--- config.mk ---
export PLATFORM = sky130hd
export DESIGN_NAME = lmi_entry_seq
export DESIGN_NICKNAME = d
export VERILOG_FILES = /design/src/rtl/lmi_pkg.sv /design/src/rtl/lmi_gate_decode.sv /design/src/rtl/lmi_flags_fix.sv /design/src/rtl/lmi_frame_slot.sv /design/src/rtl/lmi_entry_seq.sv
export SDC_FILE = /design/constraint.sdc
export NUM_CORES = 2
export LEC_CHECK = 0
export ABC_AREA = 1
export CORE_AREA = 4 4 328 330
export CTS_CLUSTER_DIAMETER = 200
export DETAILED_ROUTE_END_ITERATION = 12
export DIE_AREA = 0 0 332 334
export GPL_TIMING_DRIVEN = 0
export PLACE_DENSITY = 0.76
export SLEW_MARGIN = 30
export SYNTH_ARGS = -nofsm -noshare
export SYNTH_HDL_FRONTEND = slang
export SYNTH_SLANG_ARGS = --single-unit
--- constraint.sdc ---
create_clock -name clk -period 3.75 [get_ports clk]
set_input_delay 0.5625 -clock clk [delete_from_list [all_inputs] [get_ports clk]]
set_output_delay 0.5625 -clock clk [all_outputs]
set_load 0.005 [all_outputs]
--- src/rtl/lmi_pkg.sv ---
package lmi_pkg;
    localparam int QW_BYTES    = 8;
    localparam int FRAME_SLOTS = 5;
    localparam int FRAME_BYTES = FRAME_SLOTS * QW_BYTES;
    localparam int ALIGN_LSB   = 4;
    localparam int CANON_MSB   = 47;
    localparam int DPL_LSB     = 45;
    localparam int SLOT_W      = $clog2(FRAME_SLOTS);
    localparam logic [3:0]  GATE_TYPE_MASK = 4'hE;
    localparam logic [15:0] GP_ERR_CODE    = 16'h0000;

    typedef enum logic [2:0] {
        ST_IDLE,
        ST_GLO,
        ST_GHI,
        ST_GCHK,
        ST_CSD,
        ST_VCHK,
        ST_PRB,
        ST_STO
    } seq_e;
endpackage

--- src/rtl/lmi_gate_decode.sv ---
module lmi_gate_decode
    import lmi_pkg::*;
(
    input  logic [63:0] lo_i,
    input  logic [31:0] hi_i,
    output logic        type_ok_o,
    output logic [15:0] sel_o,
    output logic        use_ldt_o,
    output logic [63:0] tbl_off_o,
    output logic [63:0] target_o,
    output logic        canon_ok_o,
    output logic [2:0]  ist_o,
    output logic        if_bit_o
);
    localparam int HI_BITS = 64 - CANON_MSB;

    logic [HI_BITS-1:0] upper;
    logic               unused_gate_bits;

    assign type_ok_o  = (lo_i[43:40] & GATE_TYPE_MASK) == GATE_TYPE_MASK;
    assign sel_o      = lo_i[31:16];
    assign use_ldt_o  = lo_i[18];
    assign tbl_off_o  = {56'd0, lo_i[23:19], 3'b000};
    assign target_o   = {hi_i, lo_i[63:48], lo_i[15:0]};
    assign upper      = target_o[63:CANON_MSB];
    assign canon_ok_o = (&upper) | ~(|upper);
    assign ist_o      = lo_i[34:32];
    assign if_bit_o   = lo_i[40];

    // presence, gate privilege and reserved bits are not examined here
    assign unused_gate_bits = ^{lo_i[47:44], lo_i[39:35]};
endmodule

--- src/rtl/lmi_flags_fix.sv ---
module lmi_flags_fix (
    input  logic [63:0] old_i,
    input  logic        if_bit_i,
    output logic [63:0] new_o
);
    localparam int TRAP_BIT   = 8;
    localparam int INTEN_BIT  = 9;
    localparam int NEST_BIT   = 14;
    localparam int RESUME_BIT = 16;
    localparam logic [63:0] CLR_MASK = (64'd1 << TRAP_BIT) | (64'd1 << INTEN_BIT)
                                     | (64'd1 << NEST_BIT) | (64'd1 << RESUME_BIT);

    assign new_o = (old_i & ~CLR_MASK) | ({63'd0, if_bit_i} << INTEN_BIT);
endmodule

--- src/rtl/lmi_frame_slot.sv ---
module lmi_frame_slot
    import lmi_pkg::*;
(
    input  logic [SLOT_W-1:0] idx_i,
    input  logic [63:0]       rip_i,
    input  logic [15:0]       cs_i,
    input  logic [63:0]       flags_i,
    input  logic [63:0]       rsp_i,
    input  logic [15:0]       ss_i,
    output logic [63:0]       data_o
);
    always_comb begin
        case (idx_i)
            SLOT_W'(0): data_o = rip_i;
            SLOT_W'(1): data_o = {48'd0, cs_i};
            SLOT_W'(2): data_o = flags_i;
            SLOT_W'(3): data_o = rsp_i;
            SLOT_W'(4): data_o = {48'd0, ss_i};
            default:    data_o = '0;
        endcase
    end
endmodule

--- src/rtl/lmi_entry_seq.sv ---
module lmi_entry_seq
    import lmi_pkg::*;
#(
    parameter int VEC_W = 8
) (
    input  logic             clk,
    input  logic             rst_n,
    input  logic             start_i,
    input  logic [VEC_W-1:0] vector_i,
    input  logic [63:0]      idt_base_i,
    input  logic [63:0]      gdt_base_i,
    input  logic [63:0]      ldt_base_i,
    input  logic [63:0]      rip_i,
    input  logic [63:0]      rsp_i,
    input  logic [63:0]      rflags_i,
    input  logic [15:0]      cs_i,
    input  logic [15:0]      ss_i,
    input  logic [1:0]       cpl_i,
    output logic             mem_req_o,
    output logic             mem_we_o,
    output logic [63:0]      mem_addr_o,
    output logic [63:0]      mem_wdata_o,
    input  logic             mem_ack_i,
    input  logic [63:0]      mem_rdata_i,
    output logic             done_o,
    output logic [63:0]      new_rip_o,
    output logic [63:0]      new_rsp_o,
    output logic [15:0]      new_cs_o,
    output logic [63:0]      new_rflags_o,
    output logic             fault_o,
    output logic [15:0]      fault_code_o,
    output logic             unsup_o
);
    localparam logic [63:0] ALIGN_MASK = ~((64'd1 << ALIGN_LSB) - 64'd1);
    localparam logic [63:0] PROBE_HI   = 64'((FRAME_SLOTS - 1) * QW_BYTES);
    localparam logic [63:0] HI_QW_OFF  = 64'(QW_BYTES);
    localparam logic [63:0] FRAME_SUB  = 64'(FRAME_BYTES);

    typedef struct packed {
        seq_e              st;
        logic [SLOT_W-1:0] idx;
        logic [VEC_W-1:0]  vec;
        logic [63:0]       idt;
        logic [63:0]       gdt;
        logic [63:0]       ldt;
        logic [63:0]       rip;
        logic [63:0]       rsp;
        logic [63:0]       flags;
        logic [15:0]       cs;
        logic [15:0]       ss;
        logic [1:0]        cpl;
        logic [63:0]       glo;
        logic [31:0]       ghi;
        logic [1:0]        tdpl;
        logic [63:0]       frame;
        logic              done;
        logic              fault;
        logic              unsup;
        logic [15:0]       ecode;
        logic [63:0]       n_rip;
        logic [63:0]       n_rsp;
        logic [63:0]       n_flags;
        logic [15:0]       n_cs;
    } seq_state_t;

    seq_state_t st_q, st_d;

    logic        type_ok, use_ldt, canon_ok, if_bit;
    logic [15:0] sel;
    logic [63:0] tbl_off, target, flags_new, slot_data, gate_off;
    logic [2:0]  ist;

    lmi_gate_decode u_dec (
        .lo_i       (st_q.glo),
        .hi_i       (st_q.ghi),
        .type_ok_o  (type_ok),
        .sel_o      (sel),
        .use_ldt_o  (use_ldt),
        .tbl_off_o  (tbl_off),
        .target_o   (target),
        .canon_ok_o (canon_ok),
        .ist_o      (ist),
        .if_bit_o   (if_bit)
    );

    lmi_flags_fix u_flags (
        .old_i    (st_q.flags),
        .if_bit_i (if_bit),
        .new_o    (flags_new)
    );

    lmi_frame_slot u_slot (
        .idx_i   (st_q.idx),
        .rip_i   (st_q.rip),
        .cs_i    (st_q.cs),
        .flags_i (st_q.flags),
        .rsp_i   (st_q.rsp),
        .ss_i    (st_q.ss),
        .data_o  (slot_data)
    );

    assign gate_off = {{(64 - VEC_W - 4){1'b0}}, st_q.vec, 4'b0000};

    // memory port driven from registered state only
    always_comb begin
        mem_req_o   = 1'b0;
        mem_we_o    = 1'b0;
        mem_addr_o  = '0;
        mem_wdata_o = '0;
        case (st_q.st)
            ST_GLO: begin
                mem_req_o  = 1'b1;
                mem_addr_o = st_q.idt + gate_off;
            end
            ST_GHI: begin
                mem_req_o  = 1'b1;
                mem_addr_o = st_q.idt + gate_off + HI_QW_OFF;
            end
            ST_CSD: begin
                mem_req_o  = 1'b1;
                mem_addr_o = (use_ldt ? st_q.ldt : st_q.gdt) + tbl_off;
            end
            ST_PRB: begin
                mem_req_o  = 1'b1;
                mem_addr_o = st_q.frame + (st_q.idx[0] ? PROBE_HI : 64'd0);
            end
            ST_STO: begin
                mem_req_o   = 1'b1;
                mem_we_o    = 1'b1;
                mem_addr_o  = st_q.frame + {{(61 - SLOT_W){1'b0}}, st_q.idx, 3'b000};
                mem_wdata_o = slot_data;
            end
            default: ;
        endcase
    end

    always_comb begin
        st_d       = st_q;
        st_d.done  = 1'b0;
        st_d.fault = 1'b0;
        st_d.unsup = 1'b0;
        case (st_q.st)
            ST_IDLE: begin
                if (start_i) begin
                    st_d.vec   = vector_i;
                    st_d.idt   = idt_base_i;
                    st_d.gdt   = gdt_base_i;
                    st_d.ldt   = ldt_base_i;
                    st_d.rip   = rip_i;
                    st_d.rsp   = rsp_i;
                    st_d.flags = rflags_i;
                    st_d.cs    = cs_i;
                    st_d.ss    = ss_i;
                    st_d.cpl   = cpl_i;
                    st_d.st    = ST_GLO;
                end
            end
            ST_GLO: begin
                if (mem_ack_i) begin
                    st_d.glo = mem_rdata_i;
                    st_d.st  = ST_GHI;
                end
            end
            ST_GHI: begin
                if (mem_ack_i) begin
                    st_d.ghi = mem_rdata_i[31:0];
                    st_d.st  = ST_GCHK;
                end
            end
            ST_GCHK: begin
                if (!type_ok) begin
                    st_d.fault = 1'b1;
                    st_d.ecode = GP_ERR_CODE;
                    st_d.st    = ST_IDLE;
                end else begin
                    st_d.st = ST_CSD;
                end
            end
            ST_CSD: begin
                if (mem_ack_i) begin
                    st_d.tdpl = mem_rdata_i[DPL_LSB+1:DPL_LSB];
                    st_d.st   = ST_VCHK;
                end
            end
            ST_VCHK: begin
                if (!canon_ok) begin
                    st_d.fault = 1'b1;
                    st_d.ecode = GP_ERR_CODE;
                    st_d.st    = ST_IDLE;
                end else if (ist != 3'd0) begin
                    st_d.unsup = 1'b1;
                    st_d.st    = ST_IDLE;
                end else if (st_q.tdpl != st_q.cpl) begin
                    st_d.unsup = 1'b1;
                    st_d.st    = ST_IDLE;
                end else begin
                    st_d.frame = (st_q.rsp - FRAME_SUB) & ALIGN_MASK;
                    st_d.idx   = '0;
                    st_d.st    = ST_PRB;
                end
            end
            ST_PRB: begin
                if (mem_ack_i) begin
                    if (st_q.idx == SLOT_W'(1)) begin
                        st_d.idx = '0;
                        st_d.st  = ST_STO;
                    end else begin
                        st_d.idx = st_q.idx + SLOT_W'(1);
                    end
                end
            end
            ST_STO: begin
                if (mem_ack_i) begin
                    if (st_q.idx == SLOT_W'(FRAME_SLOTS - 1)) begin
                        st_d.done    = 1'b1;
                        st_d.n_rip   = target;
                        st_d.n_rsp   = st_q.frame;
                        st_d.n_cs    = sel;
                        st_d.n_flags = flags_new;
                        st_d.idx     = '0;
                        st_d.st      = ST_IDLE;
                    end else begin
                        st_d.idx = st_q.idx + SLOT_W'(1);
                    end
                end
            end
            default: st_d.st = ST_IDLE;
        endcase
    end

    always_ff @(posedge clk) begin
        if (!rst_n) st_q <= '0;
        else        st_q <= st_d;
    end

    assign done_o       = st_q.done;
    assign fault_o      = st_q.fault;
    assign unsup_o      = st_q.unsup;
    assign fault_code_o = st_q.ecode;
    assign new_rip_o    = st_q.n_rip;
    assign new_rsp_o    = st_q.n_rsp;
    assign new_cs_o     = st_q.n_cs;
    assign new_rflags_o = st_q.n_flags;
endmodule

==> impl_metrics.tcl <==
set metrics [dict create \
    syn-cell-area_sq_um 43230 \
    dr.pass1.iters 6 \
    violations "setup timing" \
    placed_area_sq_um 53280 \
    routed_wl_mm 221.1 \
    hold_end "st_q[697]" \
    setup_slack_ns -1.102 \
    synth.distinct_cells 58 \
    power_frac_clock_pct 33.8 \
    hold_start "st_q[697]" \
    yosysMostFrequentCell "inv_1" \
    finalPower_w 0.02648 \
    switchingPower_w 0.009663 \
    yosysTopAreaCell "dfxtp_1" \
    routabilityCongestion 1.049 \
    seqPwrFrac_pct 37.7 \
    max_freq_mhz 206.1 \
    min_path_type "register to register" \
    yosysWarnings 0 \
    grt_pass1_wl_mm 311.0 \
    clk_pin_slew_ns 0.06 \
    htreeDepth 3 \
    antenna_found_initial 30 \
    critical_path_arrival_ns 4.29 \
    syn-instance-count 6484 \
    row_count 119 \
    cts_tree "yes" \
    p_sw_share_pct 36.49 \
    multi_input_area_sq_um 23350 \
    synth_top_flop_cell "dfxtp_1" \
    crit_type "register to output pin" \
    cts_root_buffer "clkbuf_16" \
    synthTopCellsByArea "dfxtp_1, o21ai_0, inv_1" \
    fillers 9956 \
    first_global_vias 47398 \
    internal-power_w 0.01682 \
    grt.overflow.total 0 \
    grt_use_total_pct 37.47 \
    insertion_delay_ns 0.70 \
    seqCellArea_sq_um 15740 \
    leakage_nw 23.66 \
    wl_per_cell_um 24.49 \
    worst_clock_skew_ns 0.02113 \
    vdd_drop_max_uv 369.5 \
    setup_viol 59 \
    crit_required_ns 3.19 \
    drtIter0Drc 5018 \
    dp_cells 8716 \
    final_max_slew_viol_count 0 \
    ant_nets 0 \
    hold_violations 0 \
    finalInstanceArea_sq_um 59970 \
    ys_seq_elements 785 \
    async_flop_share_pct 0 \
    worstHoldPathCells 2 \
    fp.dieH_um 334 \
    cap_violations 0 \
    critPathMaxFanout 4 \
    start_util_pct 41.25 \
    drive_above_1_share_pct 15.50 \
    yosysSeqAreaShare_pct 36.35 \
    io_pins 851 \
    die-area_sq_um 110900 \
    port_buffers 819 \
    end_kind "output pin" \
    yosysTopAreaCellShare_pct 36.35 \
    final.period_utilization_pct 129.4 \
    whs_ns 0.4437 \
    drc_errors 0 \
    period_needed_ns 4.852 \
    avgSynthCellArea_sq_um 6.668 \
    fin_nets 8067 \
    tightest_slew_ns 1.080 \
    timing.rr.end "st_q[546]" \
    reg2reg_depth 7 \
    die_x_um 332 \
    clk_path_buf_depth 3 \
    r2r_slack_ns 0.22 \
    coreArea_sq_um 104800 \
    cts_made_buffers 88 \
    status "finished, violations left" \
    slew_headroom_pct 27.22 \
    dpl.hpwl_mm 178.8 \
    post_layout_nonfiller_instances 9030 \
    grt_max_degree 15 \
    synth_top_cells_by_count "inv_1, nand2_1, dfxtp_1" \
    cellPowerDensity_nw_per_um2 441.6 \
    via_count 50376 \
    vias_per_cell 5.579 \
    numClockSinks 785 \
    timing.rr.start "st_q[820]" \
    rsz0062_at_grt "true" \
    synth_edf_count 0 \
    combPwrFrac_pct 28.4 \
    area_growth_pct 38.71 \
    worstSetupStartpointType "register" \
]
-- worst max path at each step --
| stage | from | endpoint | slack (ns) | depth (start not counted) |
|---|---|---|---|---|
| CTS | st_q[343] | mem_addr_o[39] | -1.10 | 25 |
| global route | st_q[343] | mem_addr_o[39] | -1.15 | 25 |
| detailed placement | st_q[820] | mem_addr_o[33] | -2.37 | 18 |
| global placement | st_q[343] | mem_addr_o[57] | -2.28 | 21 |
| finish | st_q[343] | mem_addr_o[57] | -1.10 | 22 |
| floorplan | st_q[820] | mem_addr_o[52] | -0.05 | 21 |
-- layer usage --
layer	global-route usage, %	wire length (um)
met3	10.26	23930
met5	0	148
met4	23.60	16050
met2	59.11	97660
met1	45.31	83340
-- timing repair --
action                     4_1_cts  5_1_grt
pin swaps                      122      125
cloned                           1        0
setup endpoints to repair      139       95
hold buffers                     0        0
gates resized for setup        761      262
buffers inserted                90       48
-- critical path: stages (launching register included) --
cell and delay (ns):
dfxtp_4 0.39, buf_8 0.14, buf_8 0.12, buf_8 0.11, clkbuf_16 0.15, clkbuf_16 0.15, o21ai_4 0.27, ha_4 0.20
fa_2 0.20, nand2_2 0.07, o21ai_4 0.17, a21oi_4 0.11, nor2_4 0.14, nand3_4 0.11, nor2_4 0.16, nand4_1 0.21
buf_4 0.23, o21ai_2 0.13, nand3_2 0.11, nand3_2 0.11, inv_2 0.05, nand2_2 0.09, buf_2 0.12
-- power by group through the flow --
| stage | clock (W) | combinational (W) | sequential [W] |
|---|---|---|---|
| floorplan | 0 | 0.00385 | 0.00990 |
| global placement | 0 | 0.00662 | 0.0101 |
| detailed placement | 0 | 0.00672 | 0.0101 |
| CTS | 0.00901 | 0.00705 | 0.00995 |
| global route | 0.00932 | 0.00805 | 0.0101 |
| finish | 0.00896 | 0.00753 | 0.00999 |
-- sequential cells by signal (all words and copies together), names as in the netlist --
register,cells
new_cs_o,16
done_o,1
new_rip_o,64
st_q,573
fault_o,1
gate_off,8
new_rflags_o,61
new_rsp_o,60
unsup_o,1
-- final cells by class --
| cell class | instances | share of cell area (%) |
|---|---|---|
| Inverter | 952 | 6.004 |
| Multi-Input combinational cell | 4221 | 38.94 |
| Sequential cell | 785 | 26.24 |
| Timing Repair Buffer | 952 | 15.49 |
| Clock inverter | 34 | 0.7824 |
| Buffer | 548 | 5.356 |
| Antenna cell | 27 | 0.1127 |
| Tap cell | 1391 | 2.902 |
| Clock buffer | 120 | 4.173 |
-- cell families after synthesis --
logic type | count (synthesis) | synth area share, %
flops | 785 | 36.35
compound gates | 1772 | 22.52
other cells | 1 | 0.008674
xor+xnor | 72 | 1.459
buf+inv | 1500 | 15.27
simple gates | 2329 | 23.62
fa+ha+maj | 25 | 0.7756
-- metrics by stage --
step / setup WS (ns) / setup TNS, ns / util, %
global placement: -2.285 / -197.67 / 50.81
floorplan: -0.04857 / -0.04857 / -
detailed placement: -2.371 / -119.08 / 50.83
global route: -1.155 / -50.40 / 57.20
finish: -1.102 / -48.32 / 57.21
CTS: -1.100 / -48.07 / 55.97
-- cell usage in the layout (no fill, tap or decap), drive strengths merged, types with 2 or more instances in the layout --
cell type      synthesis  layout
o311ai                 2       2
nand4                 97      97
buf                  280     471
a31oi                 13      13
o2111ai               16      16
dfxtp                785     785
o32ai                  3       3
bufinv                 0       5
fa                     3       3
clkdlybuf4s15          0       2
or2                   23      23
a22oi                  2       2
o21bai                 4       4
nor2                 814     814
diode                  0      27
a211oi               219     219
xor2                  68      68
clkinv                 7      29
conb                   1      23
and2                   2       2
o211ai                17      17
o22ai                 94      94
o21ai                774     774
nand3b                14      14
nand3                341     341
a21oi                618     618
nor4                  25      25
clkinvlp               0       4
nand2                936     936
inv                  945     948
clkbuf               268     389
xnor2                  4       4
o31ai                  6       6
nor3                  75      75
ha                    22      22
clkdlybuf4s50          0     758
Power figures use the tool's default switching activity.
